File: config.mk
export PLATFORM = sky130hd
export DESIGN_NAME = jtag_shift_seq
export DESIGN_NICKNAME = d
export VERILOG_FILES = /design/src/rtl/jss_pkg.sv /design/src/rtl/jss_cmd_fifo.sv /design/src/rtl/jss_tck_pacer.sv /design/src/rtl/jss_engine.sv /design/src/rtl/jtag_shift_seq.sv
export SDC_FILE = /design/constraint.sdc
export NUM_CORES = 1
export LEC_CHECK = 0
export CAP_MARGIN = 25
export CORE_MARGIN = 1.5
export CORE_UTILIZATION = 30
export CTS_CLUSTER_DIAMETER = 50
export CTS_CLUSTER_SIZE = 12
export DETAILED_ROUTE_END_ITERATION = 6
export SLEW_MARGIN = 30
export SYNTH_ARGS = -nofsm -noshare
export SYNTH_HDL_FRONTEND = slang
export SYNTH_SLANG_ARGS = --single-unit
File: constraint.sdc
create_clock -name clk -period 14.44 [get_ports clk]
set_clock_uncertainty 0.05 [all_clocks]
set_input_delay 2.888 -clock clk [delete_from_list [all_inputs] [get_ports clk]]
set_output_delay 2.888 -clock clk [all_outputs]
set_load 0.1 [all_outputs]
File: src/rtl/jss_pkg.sv
// jss_pkg: shared types and TAP navigation helpers for the JTAG shift sequencer.
// Assumes the 16-state TAP controller with the 4-bit state codes listed below.
package jss_pkg;
    localparam int VAL_W = 32;
    localparam int LEN_W = $clog2(VAL_W);

    typedef enum logic [3:0] {
        TAP_EX2_DR = 4'h0, TAP_EX1_DR = 4'h1, TAP_SH_DR  = 4'h2, TAP_PA_DR  = 4'h3,
        TAP_SEL_IR = 4'h4, TAP_UPD_DR = 4'h5, TAP_CAP_DR = 4'h6, TAP_SEL_DR = 4'h7,
        TAP_EX2_IR = 4'h8, TAP_EX1_IR = 4'h9, TAP_SH_IR  = 4'hA, TAP_PA_IR  = 4'hB,
        TAP_IDLE   = 4'hC, TAP_UPD_IR = 4'hD, TAP_CAP_IR = 4'hE, TAP_RESET  = 4'hF
    } tap_e;

    typedef enum logic [1:0] {OP_SHIFT = 2'd0, OP_STEP = 2'd1, OP_SET = 2'd2} op_e;

    typedef struct packed {
        op_e              op;
        tap_e             shift_st;
        tap_e             end_st;
        logic [LEN_W-1:0] len_m1;
        logic [VAL_W-1:0] value;
    } cmd_t;

    localparam int CMD_W = $bits(cmd_t);

    // Successor of a TAP state for one TCK with the given TMS.
    function automatic tap_e tap_next(tap_e s, logic m);
        case (s)
            TAP_RESET:  return m ? TAP_RESET  : TAP_IDLE;
            TAP_IDLE:   return m ? TAP_SEL_DR : TAP_IDLE;
            TAP_SEL_DR: return m ? TAP_SEL_IR : TAP_CAP_DR;
            TAP_CAP_DR: return m ? TAP_EX1_DR : TAP_SH_DR;
            TAP_SH_DR:  return m ? TAP_EX1_DR : TAP_SH_DR;
            TAP_EX1_DR: return m ? TAP_UPD_DR : TAP_PA_DR;
            TAP_PA_DR:  return m ? TAP_EX2_DR : TAP_PA_DR;
            TAP_EX2_DR: return m ? TAP_UPD_DR : TAP_SH_DR;
            TAP_UPD_DR: return m ? TAP_SEL_DR : TAP_IDLE;
            TAP_SEL_IR: return m ? TAP_RESET  : TAP_CAP_IR;
            TAP_CAP_IR: return m ? TAP_EX1_IR : TAP_SH_IR;
            TAP_SH_IR:  return m ? TAP_EX1_IR : TAP_SH_IR;
            TAP_EX1_IR: return m ? TAP_UPD_IR : TAP_PA_IR;
            TAP_PA_IR:  return m ? TAP_EX2_IR : TAP_PA_IR;
            TAP_EX2_IR: return m ? TAP_UPD_IR : TAP_SH_IR;
            default:    return m ? TAP_SEL_DR : TAP_IDLE;
        endcase
    endfunction

    // True for states in the data-register column.
    function automatic logic in_dr_col(tap_e s);
        return s inside {TAP_SEL_DR, TAP_CAP_DR, TAP_SH_DR, TAP_EX1_DR,
                         TAP_PA_DR, TAP_EX2_DR, TAP_UPD_DR};
    endfunction

    // True for states in the instruction-register column.
    function automatic logic in_ir_col(tap_e s);
        return s inside {TAP_SEL_IR, TAP_CAP_IR, TAP_SH_IR, TAP_EX1_IR,
                         TAP_PA_IR, TAP_EX2_IR, TAP_UPD_IR};
    endfunction

    // TMS value that moves one step along a shortest path from cur toward tgt.
    function automatic logic tms_toward(tap_e cur, tap_e tgt);
        if (tgt == TAP_RESET) return 1'b1;
        case (cur)
            TAP_RESET:  return 1'b0;
            TAP_IDLE:   return 1'b1;
            TAP_SEL_DR: return !in_dr_col(tgt);
            TAP_SEL_IR: return !in_ir_col(tgt);
            TAP_CAP_DR: return tgt != TAP_SH_DR;
            TAP_EX1_DR: return tgt != TAP_PA_DR;
            TAP_EX2_DR: return tgt != TAP_SH_DR;
            TAP_UPD_DR: return tgt != TAP_IDLE;
            TAP_CAP_IR: return tgt != TAP_SH_IR;
            TAP_EX1_IR: return tgt != TAP_PA_IR;
            TAP_EX2_IR: return tgt != TAP_SH_IR;
            TAP_UPD_IR: return tgt != TAP_IDLE;
            default:    return 1'b1;
        endcase
    endfunction
endpackage

File: src/rtl/jss_cmd_fifo.sv
// jss_cmd_fifo: first-in first-out command store.
// Assumes the caller never pops when empty; a push while full is dropped.
module jss_cmd_fifo #(
    parameter int W     = 8,
    parameter int DEPTH = 16
) (
    input  logic         clk,
    input  logic         rst_n,
    input  logic         push,
    input  logic [W-1:0] din,
    output logic         full,
    input  logic         pop,
    output logic [W-1:0] dout,
    output logic         empty
);
    localparam int AW = $clog2(DEPTH);

    logic [W-1:0] mem [DEPTH];
    logic [AW:0]  wp, rp;

    assign empty = (wp == rp);
    assign full  = (wp[AW] != rp[AW]) && (wp[AW-1:0] == rp[AW-1:0]);
    assign dout  = mem[rp[AW-1:0]];

    // Storage write on an accepted push.
    always_ff @(posedge clk) begin
        if (push && !full) mem[wp[AW-1:0]] <= din;
    end

    // Pointer update for push and pop.
    always_ff @(posedge clk) begin
        if (!rst_n) begin
            wp <= '0;
            rp <= '0;
        end else begin
            if (push && !full) wp <= wp + 1'b1;
            if (pop && !empty) rp <= rp + 1'b1;
        end
    end
endmodule

File: src/rtl/jss_tck_pacer.sv
// jss_tck_pacer: turns a bit request into one TCK cycle. Each half period is
// timed by the divider, or by the synchronised returned clock with a bounded
// wait. Assumes bit_vld stays stable until done, and changes only with done.
module jss_tck_pacer #(
    parameter int DIV_W = 13,
    parameter int TMO   = 64,
    parameter int SYNC  = 2
) (
    input  logic             clk,
    input  logic             rst_n,
    input  logic             bit_vld,
    input  logic [DIV_W-1:0] div,
    input  logic             rclk_mode,
    input  logic             rclk_in,
    input  logic             err_clr,
    output logic             tck,
    output logic             rise,
    output logic             done,
    output logic             err
);
    localparam int TW = $clog2(TMO + 1);

    logic [DIV_W-1:0] half, half_m1, cnt;
    logic [TW-1:0]    tcnt;
    logic [SYNC-1:0]  rsync;
    logic             active, ready, rclk_ok, tmo_hit;

    // Half period in system clocks, never below one.
    always_comb begin
        half    = div >> 1;
        if (half == '0) half = {{(DIV_W-1){1'b0}}, 1'b1};
        half_m1 = half - {{(DIV_W-1){1'b0}}, 1'b1};
    end

    assign rclk_ok = (rsync[SYNC-1] == tck);
    assign tmo_hit = (tcnt == TW'(TMO - 1));
    assign ready   = rclk_mode ? (rclk_ok || tmo_hit) : (cnt == half_m1);
    assign active  = tck || bit_vld;
    assign rise    = !tck && bit_vld && ready;
    assign done    = tck && ready;

    // Returned-clock synchroniser.
    always_ff @(posedge clk) begin
        if (!rst_n) rsync <= '0;
        else        rsync <= {rsync[SYNC-2:0], rclk_in};
    end

    // Phase timing and TCK toggling.
    always_ff @(posedge clk) begin
        if (!rst_n) begin
            tck  <= 1'b0;
            cnt  <= '0;
            tcnt <= '0;
        end else if (!active) begin
            cnt  <= '0;
            tcnt <= '0;
        end else if (ready) begin
            tck  <= !tck;
            cnt  <= '0;
            tcnt <= '0;
        end else begin
            cnt  <= cnt + 1'b1;
            tcnt <= tcnt + 1'b1;
        end
    end

    // Sticky timeout flag.
    always_ff @(posedge clk) begin
        if (!rst_n)                                           err <= 1'b0;
        else if (err_clr)                                     err <= 1'b0;
        else if (rclk_mode && active && tmo_hit && !rclk_ok)  err <= 1'b1;
    end
endmodule

File: src/rtl/jss_engine.sv
// jss_engine: pops commands, tracks the TAP state and requests one TCK cycle
// at a time from the pacer. State changes happen on the pacer's done pulse
// (TCK falling), so TMS and TDI stay constant for a whole TCK cycle.
module jss_engine
    import jss_pkg::*;
(
    input  logic             clk,
    input  logic             rst_n,
    input  logic             empty,
    input  cmd_t             head,
    output logic             pop,
    output logic             bit_vld,
    output logic             bit_tms,
    output logic             bit_tdi,
    input  logic             rise,
    input  logic             done,
    input  logic             tdo,
    output tap_e             tap,
    output logic [VAL_W-1:0] cap,
    output logic             busy
);
    typedef enum logic [2:0] {PH_IDLE, PH_PRE, PH_SHIFT, PH_POST, PH_STEP} ph_e;

    ph_e              ph;
    cmd_t             cmd;
    logic [LEN_W-1:0] idx;
    logic             last;

    assign last = (idx == cmd.len_m1);
    assign pop  = (ph == PH_IDLE) && !empty;
    assign busy = (ph != PH_IDLE) || !empty;

    // Pin values requested for the current TCK cycle.
    always_comb begin
        bit_vld = 1'b0;
        bit_tms = 1'b0;
        bit_tdi = 1'b0;
        case (ph)
            PH_PRE: begin
                bit_vld = (tap != cmd.shift_st);
                bit_tms = tms_toward(tap, cmd.shift_st);
            end
            PH_SHIFT: begin
                bit_vld = 1'b1;
                bit_tdi = cmd.value[idx];
                bit_tms = last && (cmd.end_st != cmd.shift_st);
            end
            PH_POST: begin
                bit_vld = (tap != cmd.end_st);
                bit_tms = tms_toward(tap, cmd.end_st);
            end
            PH_STEP: begin
                bit_vld = 1'b1;
                bit_tms = cmd.value[0];
            end
            default: ;
        endcase
    end

    // Command sequencing, TAP tracking and TDO capture.
    always_ff @(posedge clk) begin
        if (!rst_n) begin
            ph  <= PH_IDLE;
            cmd <= '0;
            idx <= '0;
            tap <= TAP_RESET;
            cap <= '0;
        end else begin
            case (ph)
                PH_IDLE: if (!empty) begin
                    cmd <= head;
                    idx <= '0;
                    case (head.op)
                        OP_SHIFT: begin ph <= PH_PRE; cap <= '0; end
                        OP_STEP:  ph <= PH_STEP;
                        default:  tap <= head.end_st;
                    endcase
                end
                PH_PRE: begin
                    if (tap == cmd.shift_st) ph  <= PH_SHIFT;
                    else if (done)           tap <= tap_next(tap, bit_tms);
                end
                PH_SHIFT: begin
                    if (rise) cap <= {tdo, cap[VAL_W-1:1]};
                    if (done) begin
                        tap <= tap_next(tap, bit_tms);
                        if (last) ph  <= PH_POST;
                        else      idx <= idx + 1'b1;
                    end
                end
                PH_POST: begin
                    if (tap == cmd.end_st) ph  <= PH_IDLE;
                    else if (done)         tap <= tap_next(tap, bit_tms);
                end
                PH_STEP: if (done) begin
                    tap <= tap_next(tap, bit_tms);
                    ph  <= PH_IDLE;
                end
                default: ph <= PH_IDLE;
            endcase
        end
    end
endmodule

File: src/rtl/jtag_shift_seq.sv
// jtag_shift_seq: JTAG master top. A command queue feeds the sequencing
// engine, and a pacer times each TCK cycle. Assumes software only requests
// stable end states and shift states of Shift-IR, Shift-DR or Idle.
module jtag_shift_seq
    import jss_pkg::*;
#(
    parameter int DIV_W      = 13,
    parameter int FIFO_DEPTH = 16,
    parameter int RCLK_TMO   = 64,
    parameter int RCLK_SYNC  = 2
) (
    input  logic             clk,
    input  logic             rst_n,
    input  logic             cmd_push,
    input  logic [1:0]       cmd_op,
    input  logic [3:0]       cmd_shift,
    input  logic [3:0]       cmd_end,
    input  logic [LEN_W-1:0] cmd_len_m1,
    input  logic [VAL_W-1:0] cmd_value,
    output logic             fifo_full,
    input  logic [DIV_W-1:0] cfg_div,
    input  logic             cfg_rclk,
    input  logic             rclk_in,
    input  logic             rclk_err_clr,
    output logic             rclk_err,
    output logic             tck,
    output logic             tms,
    output logic             tdi,
    input  logic             tdo,
    output logic [VAL_W-1:0] cap_data,
    output logic [3:0]       tap_state,
    output logic             busy
);
    logic [CMD_W-1:0] push_word, head_word;
    logic             empty, pop, bit_vld, rise, done;
    tap_e             tap;

    assign push_word = {cmd_op, cmd_shift, cmd_end, cmd_len_m1, cmd_value};
    assign tap_state = tap;

    jss_cmd_fifo #(.W(CMD_W), .DEPTH(FIFO_DEPTH)) u_fifo (
        .clk(clk), .rst_n(rst_n), .push(cmd_push), .din(push_word),
        .full(fifo_full), .pop(pop), .dout(head_word), .empty(empty)
    );

    jss_engine u_eng (
        .clk(clk), .rst_n(rst_n), .empty(empty), .head(cmd_t'(head_word)),
        .pop(pop), .bit_vld(bit_vld), .bit_tms(tms), .bit_tdi(tdi),
        .rise(rise), .done(done), .tdo(tdo), .tap(tap), .cap(cap_data),
        .busy(busy)
    );

    jss_tck_pacer #(.DIV_W(DIV_W), .TMO(RCLK_TMO), .SYNC(RCLK_SYNC)) u_pacer (
        .clk(clk), .rst_n(rst_n), .bit_vld(bit_vld), .div(cfg_div),
        .rclk_mode(cfg_rclk), .rclk_in(rclk_in), .err_clr(rclk_err_clr),
        .tck(tck), .rise(rise), .done(done), .err(rclk_err)
    );
endmodule

==> results.sh <==
export IMPL_result_of_the_run="complete, no violations"
export IMPL_gp_routability_congestion=0.810
export IMPL_postCtsSetupBuffers=0
export IMPL_synthesis_area_per_instance_um2=18.6
export IMPL_sequential_to_total_area_share_from_yosys_stat_pct=72.6
export IMPL_final_setup_viol_count=0
export IMPL_grt_max_degree=77
export IMPL_arrival_ns=4.23
export IMPL_synth_ff_type="sky130_fd_sc_hd__edfxtp_1"
export IMPL_cts_buffers_inserted=88
export IMPL_startpoint="u_eng.tap[2]$_SDFFE_PN1P_"
export IMPL_synth_enable_flop_cells=752
export IMPL_ys_seq_elements=879
export IMPL_clk_root_buffer_cell="sky130_fd_sc_hd__clkbuf_16"
export IMPL_crit_path_max_fanout=20
export IMPL_antenna_found_initial=10
export IMPL_gr_max_usage_layer="met2"
export IMPL_clk_slew_on_worst_s_h_paths_ns=0.06
export IMPL_worstHoldPathType="reg2reg"
export IMPL_syn_area_um2=34600
export IMPL_first_global_vias=18300
export IMPL_drt_wl_total_um=81500
export IMPL_remaining_antenna_violation_count_after_routing=0
export IMPL_number_of_vias_after_detailed_routing=17900
export IMPL_timing_setup_critical_path_class="reg2out"
export IMPL_final_period_utilization_pct=49.6
export IMPL_post_route_drc_count=0
export IMPL_worstSetupStartpointType="flop"
export IMPL_cellLeakagePower_uw=0.0123
export IMPL_effective_utilization_at_floorplan_pct=30.2
export IMPL_cp_num_buf_inv=1
export IMPL_drt_iter0_markers=1839
export IMPL_grt_pass1_wl_um=121000
export IMPL_worst_ep_required_time_ns=11.50
export IMPL_post_drt_wl_per_cell_um=22.8
export IMPL_grt_util_all_layers_pct=13.9
export IMPL_number_of_max_cap_violations=0
export IMPL_area_delta_synth_final_pct=16.8
export IMPL_final_cell_mix="sky130_fd_sc_hd__edfxtp_1 (752), sky130_fd_sc_hd__mux4_2 (245), sky130_fd_sc_hd__nand2_1 (159)"
export IMPL_die_h_um=343
export IMPL_cp_cell_sequence="nor2b_1 > nor4_1 > a211o_1 > a2111oi_0 > nand4_1 > clkdlybuf4s50_1"
export IMPL_layout_commonest_cell="sky130_fd_sc_hd__edfxtp_1"
export IMPL_worst_ir_drop_vdd_mv=0.100
export IMPL_xor_xnor_fraction_of_synth_area_pct=1.65
export IMPL_worst_slew_pin_slew_ns=1.04
export IMPL_clkSinkCount=879
export IMPL_tritoncts_clock_tree="done"
export IMPL_report_final_hold_viol_count=0
export IMPL_layout_drive_gt1_share_pct=21.2
export IMPL_htree_num_levels=3
export IMPL_hp_start="u_pacer.rsync[0]$_SDFF_PN0_"
export IMPL_synth_top_family_by_area="multiplexers"
export IMPL_synth_adder_area_share_pct=0.326
export IMPL_synth_simple_gate_area_share_pct=4.76
export IMPL_synthTopCellsByArea="sky130_fd_sc_hd__edfxtp_1 (65%), sky130_fd_sc_hd__mux4_2 (16%), sky130_fd_sc_hd__dfxtp_1 (7.4%)"
export IMPL_rows=124
export IMPL_dp_hpwl_um=42900
export IMPL_grt_use_met2_pct=22.2
export IMPL_core_region_area_um2=114000
export IMPL_ys_warnings_count=0
export IMPL_horizontal_die_dimension_um=343
export IMPL_synth_fp_nets=1938
export IMPL_max_freq_mhz=140
export IMPL_grt_setup_unrepaired="no"
export IMPL_report_power_total_uw=6510
export IMPL_synth_cell_types=68
export IMPL_postSynth_asyncResetShare_pct=0
export IMPL_slew_violations=0
export IMPL_synth_largest_area_cell="sky130_fd_sc_hd__edfxtp_1"
export IMPL_gr_usage_met1_pct=19.3
export IMPL_drt_pass1_iter_count=5
export IMPL_clk_latency_ns=0.66
export IMPL_synth_compound_gate_area_share_pct=2.83
export IMPL_ctsHoldBuffers=0
export IMPL_final_period_minus_worst_setup_slack_ns=7.16
export IMPL_totalNegativeSetupSlack_ns=0
export IMPL_ff2ff_setup_slack_ns=10.46
export IMPL_crit_family="buffers and inverters"
export IMPL_critPathSlowestCell="sky130_fd_sc_hd__clkdlybuf4s50_1"
export IMPL_slew_limit_headroom_pct=30.1
export IMPL_nNetsFinal=2061
export IMPL_fp_dieArea_um2=117000
export IMPL_endpoint_kind="primary output"
export IMPL_port_buffers=107
export IMPL_vias_per_cell=5.01
export IMPL_use_met3_pct=2.98
export IMPL_top_level_ports=109
export IMPL_synth_mux_area_share_pct=16.3
export IMPL_critical_path_max_stage_delay_ns=1.12
export IMPL_clock_tree_buffer_depth=3
export IMPL_cts_resized=0
export IMPL_grt_ovfl_total=0
export IMPL_power_per_cell_area_nw_per_um2=161
export IMPL_yosys_area_top_type_share_pct=65.3
export IMPL_post_synth_inst_count=1862
## Yosys cell counts, types with 4 or more instances
cell type	n
sky130_fd_sc_hd__and3_1	5
sky130_fd_sc_hd__edfxtp_1	752
sky130_fd_sc_hd__nor3b_1	4
sky130_fd_sc_hd__dfxtp_1	127
sky130_fd_sc_hd__xor2_1	31
sky130_fd_sc_hd__nor2_1	73
sky130_fd_sc_hd__nor4_1	8
sky130_fd_sc_hd__mux4_2	245
sky130_fd_sc_hd__a21oi_1	97
sky130_fd_sc_hd__buf_1	21
sky130_fd_sc_hd__nand4_1	9
sky130_fd_sc_hd__nor2b_1	9
sky130_fd_sc_hd__o21ai_0	13
sky130_fd_sc_hd__nand2b_1	9
sky130_fd_sc_hd__a31oi_1	4
sky130_fd_sc_hd__xnor2_1	34
sky130_fd_sc_hd__and2_1	4
sky130_fd_sc_hd__nand3_1	50
sky130_fd_sc_hd__a21o_1	6
sky130_fd_sc_hd__mux2i_1	9
sky130_fd_sc_hd__a211oi_1	4
sky130_fd_sc_hd__nor3_1	9
sky130_fd_sc_hd__ha_1	9
sky130_fd_sc_hd__inv_1	14
sky130_fd_sc_hd__or3_1	5
sky130_fd_sc_hd__clkbuf_1	72
sky130_fd_sc_hd__buf_2	16
sky130_fd_sc_hd__nand2_1	160
## layout make-up
cell class              count  area (um2)
clock buffers             149        2520
flip-flops and latches    879       25100
multi-input cells         855        9080
clock inverters            17         279
repair buffers            146        1430
well taps                1512        1890
fillers                 10500       73900
inverters                  15        57.6
diodes                      2        5.00
## sequential cells by signal, summed over array words and instances, names as in the netlist, named ones only
signal / flops
u_fifo.mem: 752
u_eng.idx: 5
u_fifo.wp: 5
u_pacer.rsync: 2
u_eng.cap: 32
u_pacer.cnt: 13
u_eng.tap: 4
u_pacer.tcnt: 7
u_eng.cmd: 45
u_fifo.rp: 5
u_eng.ph: 3
u_pacer.tck: 1
u_pacer.err: 1
## power by group
group          switching, uW  internal, uW  total [uW]
Combinational            705           596        1300
Clock                    956          1270        2230
Sequential               129          2860        2980
Total                   1790          4720        6510
## through the flow
step / hold slack, ns / setup WS (ns) / utilization (%) / instances / area (um2)
5_1_grt: 0.426 / 7.01 / 35.3 / 3573 / 40400
3_5_place_dp: 0.378 / 7.22 / 32.9 / 3406 / 37600
3_3_place_gp: 0.377 / 7.32 / 32.8 / 3403 / 37500
6_report: 0.403 / 7.28 / 35.3 / 3575 / 40400
2_1_floorplan: 0.362 / 7.26 / - / 1862 / 34600
4_1_cts: 0.405 / 7.09 / 35.3 / 3572 / 40400
## final timing paths
kind                                      end  depth (start not counted)
setup reg to reg   u_eng.cmd[10]$_SDFFE_PN0P_                          6
hold reg to reg   u_pacer.rsync[1]$_SDFF_PN0_                          1
hold / removal    u_pacer.rsync[1]$_SDFF_PN0_                          1
setup / recovery                          tms                          6
## cell families after synthesis
family | Yosys count
buffers and inverters | 128
XOR/XNOR | 65
adder cells (fa/ha/maj) | 9
multiplexers | 256
AND/OR/NAND/NOR | 362
AO/OA/AOI/OAI | 163
flip-flops | 879
## metal layers
metal	part of all wire (%)	up-vias
li1	-	7701
met1	44	9440
met2	48	643
met3	6.7	133
met4	1.8	10
met5	0.063	-
Power figures use the tool's default switching activity.
